### src/rtl/snd_irq_pkg.sv
`timescale 1ns/1ps
package snd_irq_pkg;

  localparam int MAX_EVT = 32;

  // index of the lowest set bit among the first n bits; 0 when none is set
  function automatic logic [4:0] lowest_of(input logic [MAX_EVT-1:0] v, input int n);
    logic [4:0] r;
    r = '0;
    for (int i = n - 1; i >= 0; i--) begin
      if (v[i]) r = i[4:0];
    end
    return r;
  endfunction

endpackage

### src/rtl/snd_rst_sync.sv
`timescale 1ns/1ps
module snd_rst_sync #(
  parameter int STAGES = 2
) (
  input  logic clk,
  input  logic rst_n,
  output logic rst_sync_n
);

  logic [STAGES-1:0] sync_q;

  generate
    if (STAGES == 1) begin : g_one
      always_ff @(posedge clk or negedge rst_n) begin
        if (!rst_n) sync_q <= '0;
        else        sync_q <= 1'b1;
      end
    end else begin : g_chain
      always_ff @(posedge clk or negedge rst_n) begin
        if (!rst_n) sync_q <= '0;
        else        sync_q <= {sync_q[STAGES-2:0], 1'b1};
      end
    end
  endgenerate

  assign rst_sync_n = sync_q[STAGES-1];

endmodule

### src/rtl/snd_ack_count.sv
`timescale 1ns/1ps
module snd_ack_count #(
  parameter int ACK_WRITES = 4
) (
  input  logic clk,
  input  logic rst_n,
  input  logic clr_wr,
  output logic ack_o
);

  localparam int CNT_W = (ACK_WRITES > 1) ? $clog2(ACK_WRITES) : 1;
  localparam logic [CNT_W-1:0] LAST = CNT_W'(ACK_WRITES - 1);

  logic [CNT_W-1:0] cnt_q, cnt_d;
  logic             cnt_en;
  logic             term;

  // terminal flag: this strobe completes a group
  assign term   = clr_wr && (cnt_q == LAST);
  assign cnt_en = clr_wr;

  always_comb begin
    cnt_d = cnt_q;
    if (term)        cnt_d = '0;
    else if (clr_wr) cnt_d = cnt_q + 1'b1;
  end

  always_ff @(posedge clk or negedge rst_n) begin
    if (!rst_n)      cnt_q <= '0;
    else if (cnt_en) cnt_q <= cnt_d;
  end

  assign ack_o = term;


  cnt_step_chk: assert property (@(posedge clk) disable iff (!rst_n)
    (clr_wr && !ack_o) |=> (cnt_q == $past(cnt_q) + 1'b1));

  cnt_wrap_chk: assert property (@(posedge clk) disable iff (!rst_n)
    ack_o |=> (cnt_q == '0));

  cnt_hold_chk: assert property (@(posedge clk) disable iff (!rst_n)
    !clr_wr |=> $stable(cnt_q));

endmodule

### src/rtl/snd_pend_mask.sv
`timescale 1ns/1ps
module snd_pend_mask
  import snd_irq_pkg::*;
#(
  parameter int NUM_EVT = 8,
  parameter int ID_W    = $clog2(NUM_EVT),
  parameter int RST_EVT = 2
) (
  input  logic               clk,
  input  logic               rst_n,
  input  logic               evt_valid,
  input  logic [ID_W-1:0]    evt_id,
  input  logic               ack,
  output logic [NUM_EVT-1:0] pend_q,
  output logic [NUM_EVT-1:0] kept_o,
  output logic               retire_o,
  output logic               irq_q
);

  localparam logic [NUM_EVT-1:0] RST_MASK = NUM_EVT'(1) << RST_EVT;

  logic [NUM_EVT-1:0] evt_hot;
  logic [NUM_EVT-1:0] low_hot;
  logic [NUM_EVT-1:0] pend_d;
  logic [ID_W-1:0]    low_idx;
  logic               any_pend;
  logic               pend_en;
  logic               irq_d;

  assign any_pend = |pend_q;
  assign low_idx  = lowest_of(MAX_EVT'(pend_q), NUM_EVT)[ID_W-1:0];
  assign retire_o = ack && any_pend;

  always_comb begin
    evt_hot = '0;
    evt_hot[evt_id] = 1'b1;
    low_hot = '0;
    low_hot[low_idx] = 1'b1;
  end

  // retire first, merge the new event afterwards
  always_comb begin
    kept_o = retire_o ? (pend_q & ~low_hot) : pend_q;
    pend_d = evt_valid ? (kept_o | evt_hot) : kept_o;
    irq_d  = |pend_d;
  end

  assign pend_en = evt_valid || retire_o;

  always_ff @(posedge clk or negedge rst_n) begin
    if (!rst_n) begin
      pend_q <= RST_MASK;
      irq_q  <= 1'b1;
    end else if (pend_en) begin
      pend_q <= pend_d;
      irq_q  <= irq_d;
    end
  end


  irq_tracks_pend_chk: assert property (@(posedge clk) disable iff (!rst_n)
    irq_q == (pend_q != '0));

  evt_sets_bit_chk: assert property (@(posedge clk) disable iff (!rst_n)
    evt_valid |=> pend_q[$past(evt_id)]);

  retire_drop_chk: assert property (@(posedge clk) disable iff (!rst_n)
    (retire_o && !evt_valid) |=> ($countones(pend_q) == $countones($past(pend_q)) - 1));

  pend_hold_chk: assert property (@(posedge clk) disable iff (!rst_n)
    (!evt_valid && !ack) |=> $stable(pend_q));

endmodule

### src/rtl/snd_status_reg.sv
`timescale 1ns/1ps
module snd_status_reg
  import snd_irq_pkg::*;
#(
  parameter int NUM_EVT = 8,
  parameter int ID_W    = $clog2(NUM_EVT),
  parameter int RST_EVT = 2
) (
  input  logic               clk,
  input  logic               rst_n,
  input  logic               evt_valid,
  input  logic [ID_W-1:0]    evt_id,
  input  logic               retire,
  input  logic [NUM_EVT-1:0] kept,
  output logic [ID_W-1:0]    status_q
);

  logic [ID_W-1:0] next_low;
  logic [ID_W-1:0] base;
  logic [ID_W-1:0] status_d;
  logic            take_evt;
  logic            stat_en;

  assign next_low = lowest_of(MAX_EVT'(kept), NUM_EVT)[ID_W-1:0];

  always_comb begin
    // post-retire code: next lowest pending, or zero when the set empties
    base = status_q;
    if (retire) base = (kept != '0) ? next_low : '0;
    // a code of zero counts as free and is always overwritten
    take_evt = evt_valid && ((base == '0) || (evt_id < base));
    status_d = take_evt ? evt_id : base;
  end

  assign stat_en = evt_valid || retire;

  always_ff @(posedge clk or negedge rst_n) begin
    if (!rst_n)       status_q <= ID_W'(RST_EVT);
    else if (stat_en) status_q <= status_d;
  end


  stat_hold_chk: assert property (@(posedge clk) disable iff (!rst_n)
    (!evt_valid && !retire) |=> $stable(status_q));

  stat_empty_chk: assert property (@(posedge clk) disable iff (!rst_n)
    (retire && !evt_valid && (kept == '0)) |=> (status_q == '0));

  stat_no_raise_chk: assert property (@(posedge clk) disable iff (!rst_n)
    (evt_valid && !retire && (status_q != '0) && (evt_id > status_q)) |=> $stable(status_q));

endmodule

### src/rtl/snd_evt_irq_ctrl.sv
`timescale 1ns/1ps
module snd_evt_irq_ctrl #(
  parameter int NUM_EVT    = 8,
  parameter int ID_W       = $clog2(NUM_EVT),
  parameter int RST_EVT    = 2,
  parameter int ACK_WRITES = 4,
  parameter int SYNC_STG   = 2
) (
  input  logic               clk,
  input  logic               rst_n,
  input  logic               evt_valid,
  input  logic [ID_W-1:0]    evt_id,
  input  logic               clr_wr,
  output logic               irq_o,
  output logic [ID_W-1:0]    status_o,
  output logic [NUM_EVT-1:0] pending_o
);

  logic               rst_i_n;
  logic               ack;
  logic               retire;
  logic [NUM_EVT-1:0] kept;

  snd_rst_sync #(.STAGES(SYNC_STG)) u_rst (
    .clk        (clk),
    .rst_n      (rst_n),
    .rst_sync_n (rst_i_n)
  );

  snd_ack_count #(.ACK_WRITES(ACK_WRITES)) u_cnt (
    .clk    (clk),
    .rst_n  (rst_i_n),
    .clr_wr (clr_wr),
    .ack_o  (ack)
  );

  snd_pend_mask #(.NUM_EVT(NUM_EVT), .ID_W(ID_W), .RST_EVT(RST_EVT)) u_pend (
    .clk       (clk),
    .rst_n     (rst_i_n),
    .evt_valid (evt_valid),
    .evt_id    (evt_id),
    .ack       (ack),
    .pend_q    (pending_o),
    .kept_o    (kept),
    .retire_o  (retire),
    .irq_q     (irq_o)
  );

  snd_status_reg #(.NUM_EVT(NUM_EVT), .ID_W(ID_W), .RST_EVT(RST_EVT)) u_stat (
    .clk       (clk),
    .rst_n     (rst_i_n),
    .evt_valid (evt_valid),
    .evt_id    (evt_id),
    .retire    (retire),
    .kept      (kept),
    .status_q  (status_o)
  );


  empty_code_zero_chk: assert property (@(posedge clk) disable iff (!rst_i_n)
    (pending_o == '0) |-> (status_o == '0));

  irq_drop_chk: assert property (@(posedge clk) disable iff (!rst_i_n)
    (retire && !evt_valid && (kept == '0)) |=> !irq_o);

endmodule

### config.mk
export PLATFORM = sky130hd
export DESIGN_NAME = snd_evt_irq_ctrl
export DESIGN_NICKNAME = d
export VERILOG_FILES = /design/src/rtl/snd_irq_pkg.sv /design/src/rtl/snd_rst_sync.sv /design/src/rtl/snd_ack_count.sv /design/src/rtl/snd_pend_mask.sv /design/src/rtl/snd_status_reg.sv /design/src/rtl/snd_evt_irq_ctrl.sv
export SDC_FILE = /design/constraint.sdc
export NUM_CORES = 1
export LEC_CHECK = 0
export ABC_AREA = 1
export BUFFER_PORTS_ARGS = -buffer_cell sky130_fd_sc_hd__buf_2
export CORE_MARGIN = 2
export CORE_UTILIZATION = 53
export CTS_CLUSTER_SIZE = 14
export DETAILED_ROUTE_END_ITERATION = 10
export PLACE_DENSITY = 0.77
export SYNTH_ARGS = -nofsm -noshare
export SYNTH_HDL_FRONTEND = slang
export SYNTH_SLANG_ARGS = --single-unit
### constraint.sdc
create_clock -name clk -period 0.8 [get_ports clk]
set_clock_uncertainty 0.15 [all_clocks]
set_input_delay 0.08 -clock clk [delete_from_list [all_inputs] [get_ports clk]]
set_output_delay 0.08 -clock clk [all_outputs]
set_load 0.01 [all_outputs]
==> run metrics, run 1 <==
CTS max path bufs=2; Synth Warn #=0; DP HPWL=around 2.3 mm; # port buffers=18; total CTS buffers=3; outcome=aborted with a tool error; H-tree depth=1; Sink Count=16; Post-CTS Repair Setup Buffers=10; Yosys reg bits=16; Place WS=-1.86 ns; I/O pins=19; CTS Hold Buffers Added=1; Fail Step=clock tree synthesis (4_1_cts); Mapped Cells=138; Synth Net Count=approximately 150; routability cong.=a little over 0.9; Die Span Y=~48 um; register area share after synthesis=~40%; Die Wd=approximately 48 um; Mapped Area=between 1000 and 1500 um2; Starting Density=57.3%; Post-Syn Area per Cell=~7.3 um2; error message=[ERROR DPL-0038] Utilization greater than 100%, impossible to legalize; Distinct cells, synth=25; site row count=15; CTS resizes=43; root buf cell=clkbuf_4
cells in the mapped netlist:
master | count | area [um2]
nor2_2 | 2 | 12.5
nand2_2 | 12 | 75.1
nand3_2 | 2 | 20.0
nand2_1 | 37 | 139
a21oi_2 | 1 | 8.76
dfstp_2 | 3 | 78.8
o21ai_2 | 1 | 8.76
a21oi_1 | 6 | 30.0
ha_1 | 3 | 37.5
o21ai_0 | 11 | 55.1
a31o_1 | 1 | 8.76
clkinv_2 | 1 | 5.00
a2111oi_0 | 1 | 8.76
mux2_2 | 1 | 11.3
o211ai_1 | 1 | 7.51
nand3_1 | 5 | 25.0
inv_1 | 21 | 78.8
nor3_1 | 2 | 10.0
nor2_4 | 1 | 11.3
a31oi_1 | 1 | 6.26
dfrtp_1 | 13 | 325
conb_1 | 1 | 3.75
o22ai_1 | 1 | 6.26
nor2_1 | 8 | 30.0
inv_2 | 2 | 7.51
per-stage QoR:
| step | cells | instance area (um2) | hold slack (ns) | util (%) | TNS [ns] |
|---|---|---|---|---|---|
| 2_1_floorplan | 138 | 1040 | -0.366 | - | -10.62 |
| 3_3_place_gp | 222 | 1500 | -0.285 | 85.0 | -13.55 |
| 3_5_place_dp | 222 | 1500 | -0.282 | 85.0 | -14.72 |
cell families after synthesis:
logic type | count (synthesis) | synth area share [%]
mux | 1 | 1.11
buf+inv | 24 | 9.03
compound gates | 24 | 13.9
fa+ha+maj | 3 | 3.71
other cells | 1 | 0.371
simple gates | 69 | 31.9
flops | 16 | 40.0
==> run 2, diff against run 1 <==
--- a/config.mk
+++ b/config.mk
@@ -7,11 +7,10 @@
 export LEC_CHECK = 0
 export ABC_AREA = 1
 export BUFFER_PORTS_ARGS = -buffer_cell sky130_fd_sc_hd__buf_2
-export CORE_MARGIN = 2
-export CORE_UTILIZATION = 53
-export CTS_CLUSTER_SIZE = 14
+export CORE_AREA = 2 2 63 65
 export DETAILED_ROUTE_END_ITERATION = 10
-export PLACE_DENSITY = 0.77
+export DIE_AREA = 0 0 65 67
+export PLACE_DENSITY_LB_ADDON = 0.15
 export SYNTH_ARGS = -nofsm -noshare
 export SYNTH_HDL_FRONTEND = slang
 export SYNTH_SLANG_ARGS = --single-unit
==> run 2 against run 1 <==
Against the previous run:
- the flow now finishes, with violations (negative setup slack)
- synthesized cell count did not move
- area after synthesis unchanged
==> run metrics, run 2 <==
total wire length=roughly 3.6 mm; CP startpoint=u_pend.pend_q[6]; sw power=2.69 mW; DR DRC count=0; CTS max path bufs=2; GRT overflow=0; top flop regs=u_pend.pend_q: 8 flops, u_stat.status_q: 3 flops; die area=about 4400 um2; area grow syn2layout=114%; FF-to-FF path depth=20; register area share after synthesis=40.0%; Starting Density=between 20% and 30%; total track usage=between 10% and 20%; Critical Path End Type=register; H-tree depth=1; Mapped Area=between 1000 and 1500 um2; initial antenna violation count=0; Sink Count=16; Final Max Slew Viols=0; Cell Int Power=~4.1 mW; # diodes=0; r2r setup slk=-1.84 ns; core region area=between 3000 and 4000 um2; # port buffers=18; Filler cells=328; cell taking the most area after synthesis=dfrtp_1; post-route antenna net violation count=0; Inst Count DP=between 200 and 300; Die Span Y=between 60 and 70 um; Register Area=a little over 400 um2; first-pass iteration count of the detailed router=4; fin crit period=around 2.6 ns; first-pass GRT wire length=~5.7 mm; Distinct cells, synth=25; largest net degree at the start of global routing=15; Sw Ratio=a little under 40%; crit path DAT=~2.6 ns; CP max FO=4; vias in the first global route=roughly 1300; Die Wd=around 65 um; share of cells above drive strength 1=68.9%; Post-synth ARST share=100%; Nets=246; final cell count without fillers=roughly 280; most frequent cells in the layout=buf_4, nand2_1, buf_6, nand2_2, inv_1; hold_ws=0.00756 ns; routability cong.=0.891; Total Neg Setup Slack=-18.25 ns; Setup CP Type=reg2reg; outcome=finished, violations left; Post-Syn Area per Cell=7.33 um2; setup ws final=-1.84 ns; Data required, critical path=0.79 ns; vias per cell=4.60; total CTS buffers=3; 1st-iter DRT viols=43; worst flop-to-flop path startpoint=u_pend.pend_q[6]; most common cell after layout, fill and taps aside=buf_4; Yosys reg bits=16; type of origin of the critical path=register; Mapped Cells=approximately 140; root buf cell=clkbuf_8; LEAKAGE=approximately 1.1 nW; RSZ-0062 raised after global routing=yes; Synth Warn #=0; failing checks=negative setup slack; footprint of the multi-input gates=approximately 770 um2; vias=between 1000 and 1500; site row count=22; Worst IR Drop VDD=between 1.5 and 2 mV; CTS tree=yes; Largest register FFs=8; area share of the largest cell type after synthesis=between 30 and 40%; Hold WC Path Type=in2async; highest clock rate=between 0.3 and 0.4 GHz; I/O pins=19; WL per Instance=around 13 um; reg2reg end=u_stat.status_q[2]; EDFF count, synth=0; Synth Net Count=~150; top-count cell post-synth=nand2_1; main flop type after synthesis=dfrtp_1; Pwr Density=roughly 3100 nW/um2; Reg with most FFs=u_pend.pend_q; final setup fails=26; Post-synth top cells=nand2_1, inv_1, dfrtp_1; synth top area cells=dfrtp_1, nand2_1, dfstp_2; Flop pwr share=~20%; number of hold violations in the final report=0; Clock Pin Slew Worst Setup and Hold Paths=0.07 ns; DP HPWL=between 2 and 2.5 mm; period utilisation layout=330%; Skew-Pair Late Insertion Delay=between 0.2 and 0.3 ns; maxcap violations=0; clock power share=a little over a tenth; combinational share of power=a little over two thirds
[run 2: power by group through the flow]
| stage | logic, mW | clock network [mW] | registers [mW] |
|---|---|---|---|
| CTS | 4.11 | 0.731 | 1.33 |
| finish | 4.75 | 0.720 | 1.33 |
| global route | 5.13 | 0.786 | 1.36 |
| floorplan | 1.36 | 0 | 1.41 |
| global placement | 2.82 | 0 | 1.30 |
| detailed placement | 2.88 | 0 | 1.31 |
[run 2: worst max-delay path, cell delays in order, from the launching register on]
cell      delay, ns
dfrtp_1        0.39
buf_4          0.13
nor2_1         0.04
nand2_1        0.12
nand3_4        0.11
a21oi_4        0.15
nand3_2        0.10
nand2_2        0.10
nand2_4        0.07
nor2_4         0.12
a21oi_2        0.07
o211ai_1       0.10
nand2_1        0.12
inv_2          0.10
ha_4           0.20
nand2_1        0.06
inv_1          0.04
nand2_1        0.06
nand2_2        0.09
o21ai_2        0.15
nand2_1        0.07
[run 2: repair_timing]
item / in CTS / in global routing
setup endpoints to repair: 26 / 26
resized for setup: 46 / 35
cloned: 0 / 0
hold buffers: 1 / 0
hold endpoints to repair: 2 / 0
pin swaps: 24 / 27
buffers inserted: 24 / 12
[run 2: per-stage QoR]
stage	utilization [%]	total power [mW]	setup WS [ns]	area, um2
2_1_floorplan	-	2.77	-1.59	1040
3_3_place_gp	43.3	4.12	-1.70	1560
3_5_place_dp	43.3	4.19	-1.77	1560
4_1_cts	54.6	6.17	-1.74	1970
5_1_grt	60.1	7.28	-2.01	2170
6_report	60.1	6.80	-1.84	2170
[run 2: worst max path at each step]
stage	end	slack [ns]	depth (start not counted)
2_1_floorplan	u_stat.status_q[2]	-1.59	20
6_report	u_stat.status_q[2]	-1.84	20
5_1_grt	u_stat.status_q[2]	-2.01	20
4_1_cts	u_stat.status_q[0]	-1.74	21
3_3_place_gp	u_stat.status_q[1]	-1.70	20
3_5_place_dp	u_stat.status_q[1]	-1.77	20
[run 2: metal layers]
metal	share of wire (%)	routed length [um]	global-route usage (%)	vias up
li1	-	-	-	630
met1	40	1450	19.1	644
met2	57	2070	33.0	25
met3	2.7	99	2.36	4
met4	0.74	27	4.79	0
met5	0	0	0	-
[run 2: cell families after synthesis]
logic type               Yosys count  share of synthesized area, %
adder cells (fa/ha/maj)            3                          3.71
multiplexers                       1                          1.11
AND/OR/NAND/NOR                   69                          31.9
AO/OA/AOI/OAI                     24                          13.9
other                              1                         0.371
buffers and inverters             24                          9.03
flip-flops                        16                          40.0
[run 2: final cells by class]
class / count / share of cell area, %
multi-input combinational: 98 / 35.5
timing repair buffer: 93 / 36.1
clock buffer: 4 / 2.54
tap: 48 / 2.77
sequential: 16 / 18.6
inverter: 24 / 4.44
No activity file was read; power rests on OpenSTA's default activity.
